===== config.mk =====
export PLATFORM = sky130hd
export DESIGN_NAME = smb_cfg_rx
export DESIGN_NICKNAME = d
export VERILOG_FILES = /design/src/rtl/smb_cfg_pkg.sv /design/src/rtl/smb_sync.sv /design/src/rtl/smb_bus_cond.sv /design/src/rtl/smb_frame_rx.sv /design/src/rtl/smb_cfg_rx.sv
export SDC_FILE = /design/constraint.sdc
export NUM_CORES = 1
export LEC_CHECK = 0
export ABC_AREA = 1
export CORE_UTILIZATION = 40
export DETAILED_ROUTE_END_ITERATION = 10
export GPL_ROUTABILITY_DRIVEN = 0
export PLACE_DENSITY = 0.65
export SYNTH_ARGS = -nofsm -noshare
export SYNTH_HDL_FRONTEND = slang
export SYNTH_SLANG_ARGS = --single-unit

===== constraint.sdc =====
create_clock -name clk_i -period 1.93 [get_ports clk_i]
set_input_delay 0.386 -clock clk_i [delete_from_list [all_inputs] [get_ports clk_i]]
set_output_delay 0.386 -clock clk_i [all_outputs]
set_load 0.01 [all_outputs]

===== src/rtl/smb_cfg_pkg.sv =====
package smb_cfg_pkg;

  localparam int unsigned BYTE_W = 8;

  typedef struct packed {
    logic [1:0] in_range;
    logic [1:0] out_range;
    logic       sw_sel;
    logic       stop;
    logic [2:0] mod_width;
    logic       ref_oe;
    logic       ss_oe;
    logic       spread_off;
  } cfg_t;

  // field extraction from the two meaningful data bytes; reserved bits dropped
  function automatic cfg_t cfg_from_bytes(input logic [BYTE_W-1:0] freq_b,
                                          input logic [BYTE_W-1:0] sprd_b);
    cfg_t c;
    c.in_range   = freq_b[7:6];
    c.out_range  = freq_b[5:4];
    c.sw_sel     = freq_b[3];
    c.stop       = freq_b[2];
    c.mod_width  = {sprd_b[7], sprd_b[6], sprd_b[0]};
    c.ref_oe     = sprd_b[5];
    c.ss_oe      = sprd_b[4];
    c.spread_off = sprd_b[1];
    return c;
  endfunction

  localparam logic [BYTE_W-1:0] FREQ_RST = 8'h60;
  localparam logic [BYTE_W-1:0] SPRD_RST = 8'h70;

endpackage


===== src/rtl/smb_sync.sv =====
module smb_sync #(
  parameter int unsigned WIDTH  = 2,
  parameter int unsigned STAGES = 2,
  parameter logic        RST_VAL = 1'b1
) (
  input  logic             clk_i,
  input  logic             rst_ni,
  input  logic [WIDTH-1:0] d_i,
  output logic [WIDTH-1:0] q_o
);

  logic [WIDTH-1:0] stg_q [STAGES];

  for (genvar s = 0; s < STAGES; s++) begin : g_stage
    always_ff @(posedge clk_i or negedge rst_ni) begin
      if (!rst_ni) stg_q[s] <= {WIDTH{RST_VAL}};
      else if (s == 0) stg_q[s] <= d_i;
      else stg_q[s] <= stg_q[(s == 0) ? 0 : s-1];
    end
  end

  assign q_o = stg_q[STAGES-1];

endmodule


===== src/rtl/smb_bus_cond.sv =====
module smb_bus_cond (
  input  logic clk_i,
  input  logic rst_ni,
  input  logic scl_s_i,
  input  logic sda_s_i,
  output logic start_o,
  output logic stop_o,
  output logic scl_rise_o,
  output logic scl_fall_o
);

  logic scl_q, sda_q;

  always_ff @(posedge clk_i or negedge rst_ni) begin
    if (!rst_ni) begin
      scl_q <= 1'b1;
      sda_q <= 1'b1;
    end else begin
      scl_q <= scl_s_i;
      sda_q <= sda_s_i;
    end
  end

  // SDA edges only count as conditions while SCL stays high across both samples
  assign start_o    = scl_s_i & scl_q &  sda_q & ~sda_s_i;
  assign stop_o     = scl_s_i & scl_q & ~sda_q &  sda_s_i;
  assign scl_rise_o = scl_s_i & ~scl_q;
  assign scl_fall_o = ~scl_s_i & scl_q;

endmodule


===== src/rtl/smb_frame_rx.sv =====
module smb_frame_rx
  import smb_cfg_pkg::*;
#(
  parameter logic [BYTE_W-1:0] DEV_ADDR    = 8'hD2,
  parameter int unsigned       SKIP_BYTES  = 2,
  parameter int unsigned       DATA_BYTES  = 8,
  parameter int unsigned       FREQ_BYTE   = 4,
  parameter int unsigned       SPRD_BYTE   = 5
) (
  input  logic              clk_i,
  input  logic              rst_ni,
  input  logic              sda_s_i,
  input  logic              start_i,
  input  logic              stop_i,
  input  logic              scl_rise_i,
  input  logic              scl_fall_i,
  output logic              ack_o,
  output logic              addr_ok_o,
  output logic              commit_o,
  output logic [BYTE_W-1:0] freq_b_o,
  output logic [BYTE_W-1:0] sprd_b_o
);

  localparam int unsigned TOTAL     = 1 + SKIP_BYTES + DATA_BYTES;
  localparam int unsigned IDX_W     = $clog2(TOTAL + 1);
  localparam int unsigned BIT_W     = $clog2(BYTE_W + 2);
  localparam int unsigned DATA_BASE = 1 + SKIP_BYTES;

  localparam logic [BIT_W-1:0] BIT_ACK  = BIT_W'(BYTE_W);
  localparam logic [BIT_W-1:0] BIT_HOLD = BIT_W'(BYTE_W + 1);
  localparam logic [IDX_W-1:0] IDX_END  = IDX_W'(TOTAL);
  localparam logic [IDX_W-1:0] IDX_LAST = IDX_W'(TOTAL - 1);
  localparam logic [IDX_W-1:0] IDX_FREQ = IDX_W'(DATA_BASE + FREQ_BYTE);
  localparam logic [IDX_W-1:0] IDX_SPRD = IDX_W'(DATA_BASE + SPRD_BYTE);

  logic              in_frame_q, addr_ok_q, full_q, overrun_q, ack_q;
  logic [BIT_W-1:0]  bit_cnt_q;
  logic [IDX_W-1:0]  byte_idx_q;
  logic [BYTE_W-1:0] shift_q, freq_q, sprd_q;

  always_ff @(posedge clk_i or negedge rst_ni) begin
    if (!rst_ni) begin
      in_frame_q <= 1'b0;
      addr_ok_q  <= 1'b0;
      full_q     <= 1'b0;
      overrun_q  <= 1'b0;
      ack_q      <= 1'b0;
      bit_cnt_q  <= '0;
      byte_idx_q <= '0;
      shift_q    <= '0;
      freq_q     <= FREQ_RST;
      sprd_q     <= SPRD_RST;
    end else if (start_i) begin
      in_frame_q <= 1'b1;
      addr_ok_q  <= 1'b0;
      full_q     <= 1'b0;
      overrun_q  <= 1'b0;
      ack_q      <= 1'b0;
      bit_cnt_q  <= '0;
      byte_idx_q <= '0;
    end else if (stop_i) begin
      in_frame_q <= 1'b0;
      ack_q      <= 1'b0;
      bit_cnt_q  <= '0;
    end else if (in_frame_q) begin
      if (scl_rise_i && bit_cnt_q < BIT_ACK) begin
        shift_q   <= {shift_q[BYTE_W-2:0], sda_s_i};
        bit_cnt_q <= bit_cnt_q + 1'b1;
      end else if (scl_fall_i && bit_cnt_q == BIT_ACK) begin
        bit_cnt_q <= BIT_HOLD;
        if (byte_idx_q == '0) begin
          addr_ok_q <= (shift_q == DEV_ADDR);
          ack_q     <= (shift_q == DEV_ADDR);
        end else if (byte_idx_q < IDX_END) begin
          ack_q <= addr_ok_q;
          if (byte_idx_q == IDX_FREQ) freq_q <= shift_q;
          if (byte_idx_q == IDX_SPRD) sprd_q <= shift_q;
          if (byte_idx_q == IDX_LAST) full_q <= 1'b1;
        end else begin
          overrun_q <= 1'b1;
          ack_q     <= 1'b0;
        end
        if (byte_idx_q < IDX_END) byte_idx_q <= byte_idx_q + 1'b1;
      end else if (scl_fall_i && bit_cnt_q == BIT_HOLD) begin
        ack_q     <= 1'b0;
        bit_cnt_q <= '0;
      end
    end
  end

  assign commit_o  = stop_i & in_frame_q & addr_ok_q & full_q & ~overrun_q;
  assign ack_o     = ack_q;
  assign addr_ok_o = addr_ok_q;
  assign freq_b_o  = freq_q;
  assign sprd_b_o  = sprd_q;

endmodule


===== src/rtl/smb_cfg_rx.sv =====
module smb_cfg_rx
  import smb_cfg_pkg::*;
#(
  parameter logic [7:0]  DEV_ADDR    = 8'hD2,
  parameter int unsigned SKIP_BYTES  = 2,
  parameter int unsigned DATA_BYTES  = 8,
  parameter int unsigned FREQ_BYTE   = 4,
  parameter int unsigned SPRD_BYTE   = 5,
  parameter int unsigned SYNC_STAGES = 2
) (
  input  logic       clk_i,
  input  logic       rst_ni,
  input  logic       scl_i,
  input  logic       sda_i,
  output logic       sda_pull_o,
  output logic [1:0] in_range_o,
  output logic [1:0] out_range_o,
  output logic       sw_sel_o,
  output logic       stop_o,
  output logic [2:0] mod_width_o,
  output logic       ref_oe_o,
  output logic       ss_oe_o,
  output logic       spread_on_o
);

  logic              scl_s, sda_s;
  logic              start_w, stop_w, scl_rise_w, scl_fall_w;
  logic              ack_w, addr_ok_w, commit_w;
  logic [BYTE_W-1:0] freq_b, sprd_b;
  cfg_t              cfg_q;

  smb_sync #(.WIDTH(2), .STAGES(SYNC_STAGES), .RST_VAL(1'b1)) u_sync (
    .clk_i (clk_i),
    .rst_ni(rst_ni),
    .d_i   ({scl_i, sda_i}),
    .q_o   ({scl_s, sda_s})
  );

  smb_bus_cond u_cond (
    .clk_i     (clk_i),
    .rst_ni    (rst_ni),
    .scl_s_i   (scl_s),
    .sda_s_i   (sda_s),
    .start_o   (start_w),
    .stop_o    (stop_w),
    .scl_rise_o(scl_rise_w),
    .scl_fall_o(scl_fall_w)
  );

  smb_frame_rx #(
    .DEV_ADDR  (DEV_ADDR),
    .SKIP_BYTES(SKIP_BYTES),
    .DATA_BYTES(DATA_BYTES),
    .FREQ_BYTE (FREQ_BYTE),
    .SPRD_BYTE (SPRD_BYTE)
  ) u_frame (
    .clk_i     (clk_i),
    .rst_ni    (rst_ni),
    .sda_s_i   (sda_s),
    .start_i   (start_w),
    .stop_i    (stop_w),
    .scl_rise_i(scl_rise_w),
    .scl_fall_i(scl_fall_w),
    .ack_o     (ack_w),
    .addr_ok_o (addr_ok_w),
    .commit_o  (commit_w),
    .freq_b_o  (freq_b),
    .sprd_b_o  (sprd_b)
  );

  always_ff @(posedge clk_i or negedge rst_ni) begin
    if (!rst_ni)       cfg_q <= cfg_from_bytes(FREQ_RST, SPRD_RST);
    else if (commit_w) cfg_q <= cfg_from_bytes(freq_b, sprd_b);
  end

  assign sda_pull_o  = ack_w;
  assign in_range_o  = cfg_q.in_range;
  assign out_range_o = cfg_q.out_range;
  assign sw_sel_o    = cfg_q.sw_sel;
  assign stop_o      = cfg_q.stop;
  assign mod_width_o = cfg_q.mod_width;
  assign ref_oe_o    = cfg_q.ref_oe;
  assign ss_oe_o     = cfg_q.ss_oe;
  assign spread_on_o = ~cfg_q.spread_off;

endmodule


Yosys cells after proc, flatten, opt, wreduce, memory -nomap -nowiden --
Cells that the tools add are included.
Cells by class: $add $sub $neg 2, order comparisons 2, eq/ne operators 11, mux-type cells 43, bitwise operators 21, reduce and logical (&&, ||, !) cells 22
Operators by type and width (number):
- 4-bit two-way mux | 12
- 1-bit two-way mux | 31
- 4-bit == test, second input constant | 4
- 8-bit AND reduction | 2
- 2-bit nonzero test | 6
- 1-bit AND | 11
- 1-bit NOT | 10
- 5-bit AND reduction | 2
- 4-bit by 1-bit adder with 4-bit output, second input constant | 2
- 8-bit == test, second input constant | 1
- 4-bit < comparator, second input constant | 2
- 2-bit != test, second input constant | 4
- 7-bit AND reduction | 1
- 6-bit AND reduction | 1
- 5-bit nonzero test | 1
- 4-bit by 3-bit == test with 1-bit output, second input constant | 1
- 4-bit logical NOT | 1
- 4-bit AND reduction | 1
- 4-bit nonzero test | 1
- 1-bit logical AND | 3
- 3-bit by 2-bit != test with 1-bit output, second input constant | 1
- 3-bit AND reduction | 1
- 3-bit nonzero test | 1
- 2-bit AND reduction | 1
Storage, ports and cells: flip-flop bits (word level) 55, output and inout bits 13

Longest topological paths before layout --
Gate-level depths: netlist of the first run.
depth after elaboration 9, mapped depth 9

Cells and area by module --
Synthesis of the first run repeated with hierarchy kept, for this count alone.
Unflattened totals: cells, all modules 308, area total of the unflattened synthesis 2706.3 um^2
By module, submodules not included:
- smb_frame_rx | times used 1, cells an instance 230, area an instance 1971.9 um^2, seq. area each 932.1 um^2
- smb_cfg_rx | times used 1, cells an instance 59, area an instance 520.5 um^2, seq. area each 306.5 um^2
- smb_sync | times used 1, cells an instance 6, area an instance 120.1 um^2, seq. area each 105.1 um^2
- smb_bus_cond | times used 1, cells an instance 13, area an instance 93.8 um^2, seq. area each 52.6 um^2

Least setup slack after synthesis of the first run --
No wires, ideal clock.
path type reg2reg, start register u_frame.byte_idx_q[0], end register u_frame.sprd_q[0] (netlist: u_frame.sprd_b_o[0]), library setup time 117 ps, data arrival time 1347 ps, slack 466 ps, stages on the path, launching flop included 8, buffers on the path 0, cell sequence dfrtp_1 > ha_1 > o21ai_1 > nand2_1 > nor2_4 > nand3_2 > nand2_1 > nand2_1
On the way: longest elaborated chain between the ends 3
Ends and longest elaborated chain:
- from (decl) | RTL line smb_frame_rx.sv:38 | logic [IDX_W-1:0] byte_idx_q;
- from (signal assigned) | RTL line smb_frame_rx.sv:83 | if (byte_idx_q < IDX_END) byte_idx_q <= byte_idx_q + 1'b1;
- parallel branches: the longest is 2 deep, another holds 4-bit < comparator
- 8-bit AND reduction (no source line) *
- to (signal assigned) | RTL line smb_frame_rx.sv:77 | if (byte_idx_q == IDX_SPRD) sprd_q <= shift_q;
- to (decl) | RTL line smb_frame_rx.sv:39 | logic [BYTE_W-1:0] shift_q, freq_q, sprd_q;
Mark *: on every way between the ends. A chain may end at the register's enable or synchronous reset.

Worst setup path in the final report of the first run --
start register cfg_q (netlist bit out_range_o[1]), end output port out_range_o[1]
RTL lines:
- from (decl) | RTL line smb_cfg_rx.sv:30 | cfg_t cfg_q;
- from (signal assigned) | RTL line smb_cfg_rx.sv:72 | if (!rst_ni) cfg_q <= cfg_from_bytes(FREQ_RST, SPRD_RST);
- from (signal assigned) | RTL line smb_cfg_rx.sv:73 | else if (commit_w) cfg_q <= cfg_from_bytes(freq_b, sprd_b);
- to (decl) | RTL line smb_cfg_rx.sv:17 | output logic [1:0] out_range_o,
No word-level cell between the ends.

==> results.md, run 1 <==
* Status: finished, final reports clean
* CTS root buf: clkbuf_8
* Slowest stage delay, CP at 540 ps
* Worst R2R End: u_frame.freq_b_o[3]$_DFFE_PN0P_
* Tot Pwr at 2730 uW
* DRT Wirelength at 4.43 mm
* Initial antenna violation count at 0
* Register bit total from synthesis at 51
* Hold Path Class: in2async
* Critical Path Fanout Max at 2
* Buf/Inv on CP at 1
* Pre-CTS setup slack at 221 ps
* Clk_lat worst skew at 310 ps
* Register area share after synthesis at 52.2%
* Vias in the first global route at 1761
* Die Footprint at 0.00653 mm2
* Clock sink count at 51
* H-tree Lvls at 2
* CP Capture Type: output pin
* DR pass1 iterations at 4
* Setup Crit Path Kind: reg2out
* Fin worst setup slack at 172 ps
* Maximum clock insertion buffer count at 2
* Max IR drop VDD at 0.355 mV
* RSZ-0062 raised after global routing: false
* Die Span Y at 80.8 um
* Most common cell after layout, fill and taps aside: nand2_1
* Largest net degree at the start of global routing at 52
* Postcts setup bufs at 0
* RR Startpoint: u_frame.byte_idx_q[0]$_DFFE_PN0P_
* Critical Path, Cell by Cell: clkdlybuf4s50_1
* Yosys cell types at 25
* Core Box Area at 0.00596 mm2
* Mapped Cells at 295
* Simple-Gate Fraction of Synth Area at 32.7%
* Setup Skew at 13.1 ps
* Compound-Gate Fraction of Synth Area at 4.03%
* Hold Buf Count CTS at 0
* P&R area growth vs syn at 12.5%
* Die Wd at 80.8 um
* Hpwl dp at 3.19 mm
* Post-CTS sizing at 0
* Post-Synth Adder-Cell Area at 3.02%
* Post-Syn Area per Cell at 8.42 um2
* Final TNS setup at 0 ps
* WP data arrival at 1370 ps
* GR Overflow Total at 0
* I/O pins at 17
* Mux contribution to synthesized area at 0%
* Vias at 1865
* Slew headroom at 68.7%
* Share of layout cells above drive strength 1 at 13.9%
* Period Utilization, post-route at 91.1%
* TritonCTS clock tree: built
* Max_cap viols at 0
* Post-Synth XOR/XNOR Area at 0.705%
* Ys Warns at 0
* First-pass GRT wire length at 7.83 mm
* Critical Path Source Type: flip-flop
* PwrDens at 979 mW/mm2
* Starting Density at 41.7%
* Worst r2r path cells at 7
* Syn nets at 305
* Slew Limit Fails at 0
* Slowest CP cell: dfstp_2
* Final setup viols at 0
* Final Hold Vio Count at 0
* All-Layer GR Usage at 15.8%
* Min cycle time layout at 1760 ps
* I/O Buffers at 16
* Reg clk slew, reported paths at 100 ps
* ANT cells at 0
* Most frequent cells in the layout: nand2_1 (104), dfrtp_1 (35), nand3_1 (28), inv_1 (24), nor2_1 (24)
* Worst-Margin Slew at 468 ps
* Cell Area, Synth at 0.00248 mm2
* Nets at 319
* Mean routed wirelength per cell at 11.5 um
* Core Rows at 28
* CTS Buf Count at 5
* Static Leakage at 0.00138 uW
* Top delay family on crit path: flip-flops
* Fmax at 0.569 GHz
* Drc violations at 0
* Critical path required time at 1540 ps
* Vias/cell at 4.84
* Initial DRC Count at 93
* R2R Setup Slk at 190 ps
* Antenna viol nets, final at 0
* Main combinational cell family by area after synthesis: simple AND/OR/NAND/NOR gates
[cell families after synthesis]
logic type | Yosys count
AOI/OAI and AO/OA | 19
buffers and inverters | 38
DFF | 51
xor gates and xnor gates | 2
and+or+nand+nor | 179
adders and majority gates | 6
[worst max path at each step]
stage	start	to	slack, ps	cells past startpoint
after floorplan	u_frame.byte_idx_q[0]$_DFFE_PN0P_	u_frame.sprd_b_o[0]$_DFFE_PN0P_	470	7
after global placement	u_frame.byte_idx_q[0]$_DFFE_PN0P_	u_frame.freq_b_o[3]$_DFFE_PN0P_	250	7
after detailed placement	u_frame.byte_idx_q[0]$_DFFE_PN0P_	u_frame.freq_b_o[2]$_DFFE_PN0P_	220	7
after CTS	ss_oe_o$_DFFE_PN1P_	ss_oe_o	160	1
after global routing	u_frame.byte_idx_q[0]$_DFFE_PN0P_	u_frame.freq_b_o[3]$_DFFE_PN0P_	20	7
final	out_range_o[1]$_DFFE_PN1P_	out_range_o[1]	170	1
[report_power, final]
| part | leakage, uW | total [uW] | internal [uW] | switching (uW) |
|---|---|---|---|---|
| registers | 0.000636 | 1400 | 1230 | 172 |
| clock network | 0.0000514 | 735 | 387 | 348 |
| logic | 0.000695 | 602 | 214 | 388 |
| total | 0.00138 | 2730 | 1830 | 908 |
[final cells by class]
class	instances	area [um2]
multi-input cells	206	1010
inverters	26	97.6
clock buffers	6	72.6
well taps	75	93.8
clock inverters	2	37.5
flip-flops and latches	51	1300
repair buffers	19	190
fillers	589	3160
[Yosys cell counts]
| cell | n | share of area [%] |
|---|---|---|
| o211ai_1 | 2 | 0.60 |
| nand3_2 | 4 | 1.6 |
| inv_2 | 2 | 0.30 |
| nor2_2 | 1 | 0.25 |
| buf_2 | 4 | 0.81 |
| o21ai_1 | 1 | 0.20 |
| inv_1 | 24 | 3.6 |
| a21oi_1 | 7 | 1.4 |
| nand2_2 | 3 | 0.76 |
| nand2_1 | 104 | 16 |
| and3_1 | 1 | 0.25 |
| buf_4 | 7 | 2.1 |
| nor2_8 | 1 | 0.81 |
| nor2_1 | 24 | 3.6 |
| nand4_1 | 6 | 1.5 |
| xnor2_1 | 2 | 0.71 |
| nor2_4 | 4 | 1.8 |
| dfstp_2 | 16 | 17 |
| nor3_1 | 2 | 0.40 |
| dfrtp_1 | 35 | 35 |
| nand3_1 | 28 | 5.6 |
| and2_4 | 1 | 0.35 |
| o21ai_0 | 9 | 1.8 |
| ha_1 | 6 | 3.0 |
| buf_6 | 1 | 0.45 |
[registers in the layout (all words and copies together) (netlist names), 2 cells and up]
| register | cells |
|---|---|
| in_range_o | 2 |
| mod_width_o | 3 |
| out_range_o | 2 |
| u_frame.bit_cnt_q | 4 |
| u_frame.byte_idx_q | 4 |
| u_frame.freq_b_o | 6 |
| u_frame.shift_q | 8 |
| u_frame.sprd_b_o | 6 |
| u_sync.q_o | 2 |
| u_sync.stg_q | 2 |
[through the flow]
step / cells / hold WS (ps) / cell area [um2] / util, %
4_1_cts: 385 / 49.8 / 2790 / 46.9
6_report: 385 / 42.2 / 2790 / 46.9
3_5_place_dp: 377 / 347 / 2680 / 45.1
5_1_grt: 385 / 67.3 / 2790 / 46.9
2_1_floorplan: 295 / 90.4 / 2480 / -
3_3_place_gp: 377 / 346 / 2680 / 45.1
[layer usage]
layer,track usage [%],routed length (um),vias to the layer above
li1,-,-,948
met2,26.0,2070,37
met1,20.0,2090,873
met5,0,0,-
met4,6.43,88,0
met3,3.71,175,7
No activity file was read; power rests on OpenSTA's default activity.
==> inputs of run 2 (changes only) <==
--- a/config.mk
+++ b/config.mk
@@ -10,6 +10,7 @@
 export DETAILED_ROUTE_END_ITERATION = 10
 export GPL_ROUTABILITY_DRIVEN = 0
 export PLACE_DENSITY = 0.65
+export SLEW_MARGIN = 10
 export SYNTH_ARGS = -nofsm -noshare
 export SYNTH_HDL_FRONTEND = slang
 export SYNTH_SLANG_ARGS = --single-unit
==> results of run 2 <==
Final layout, timing and power as in run 1 (identical DEF).
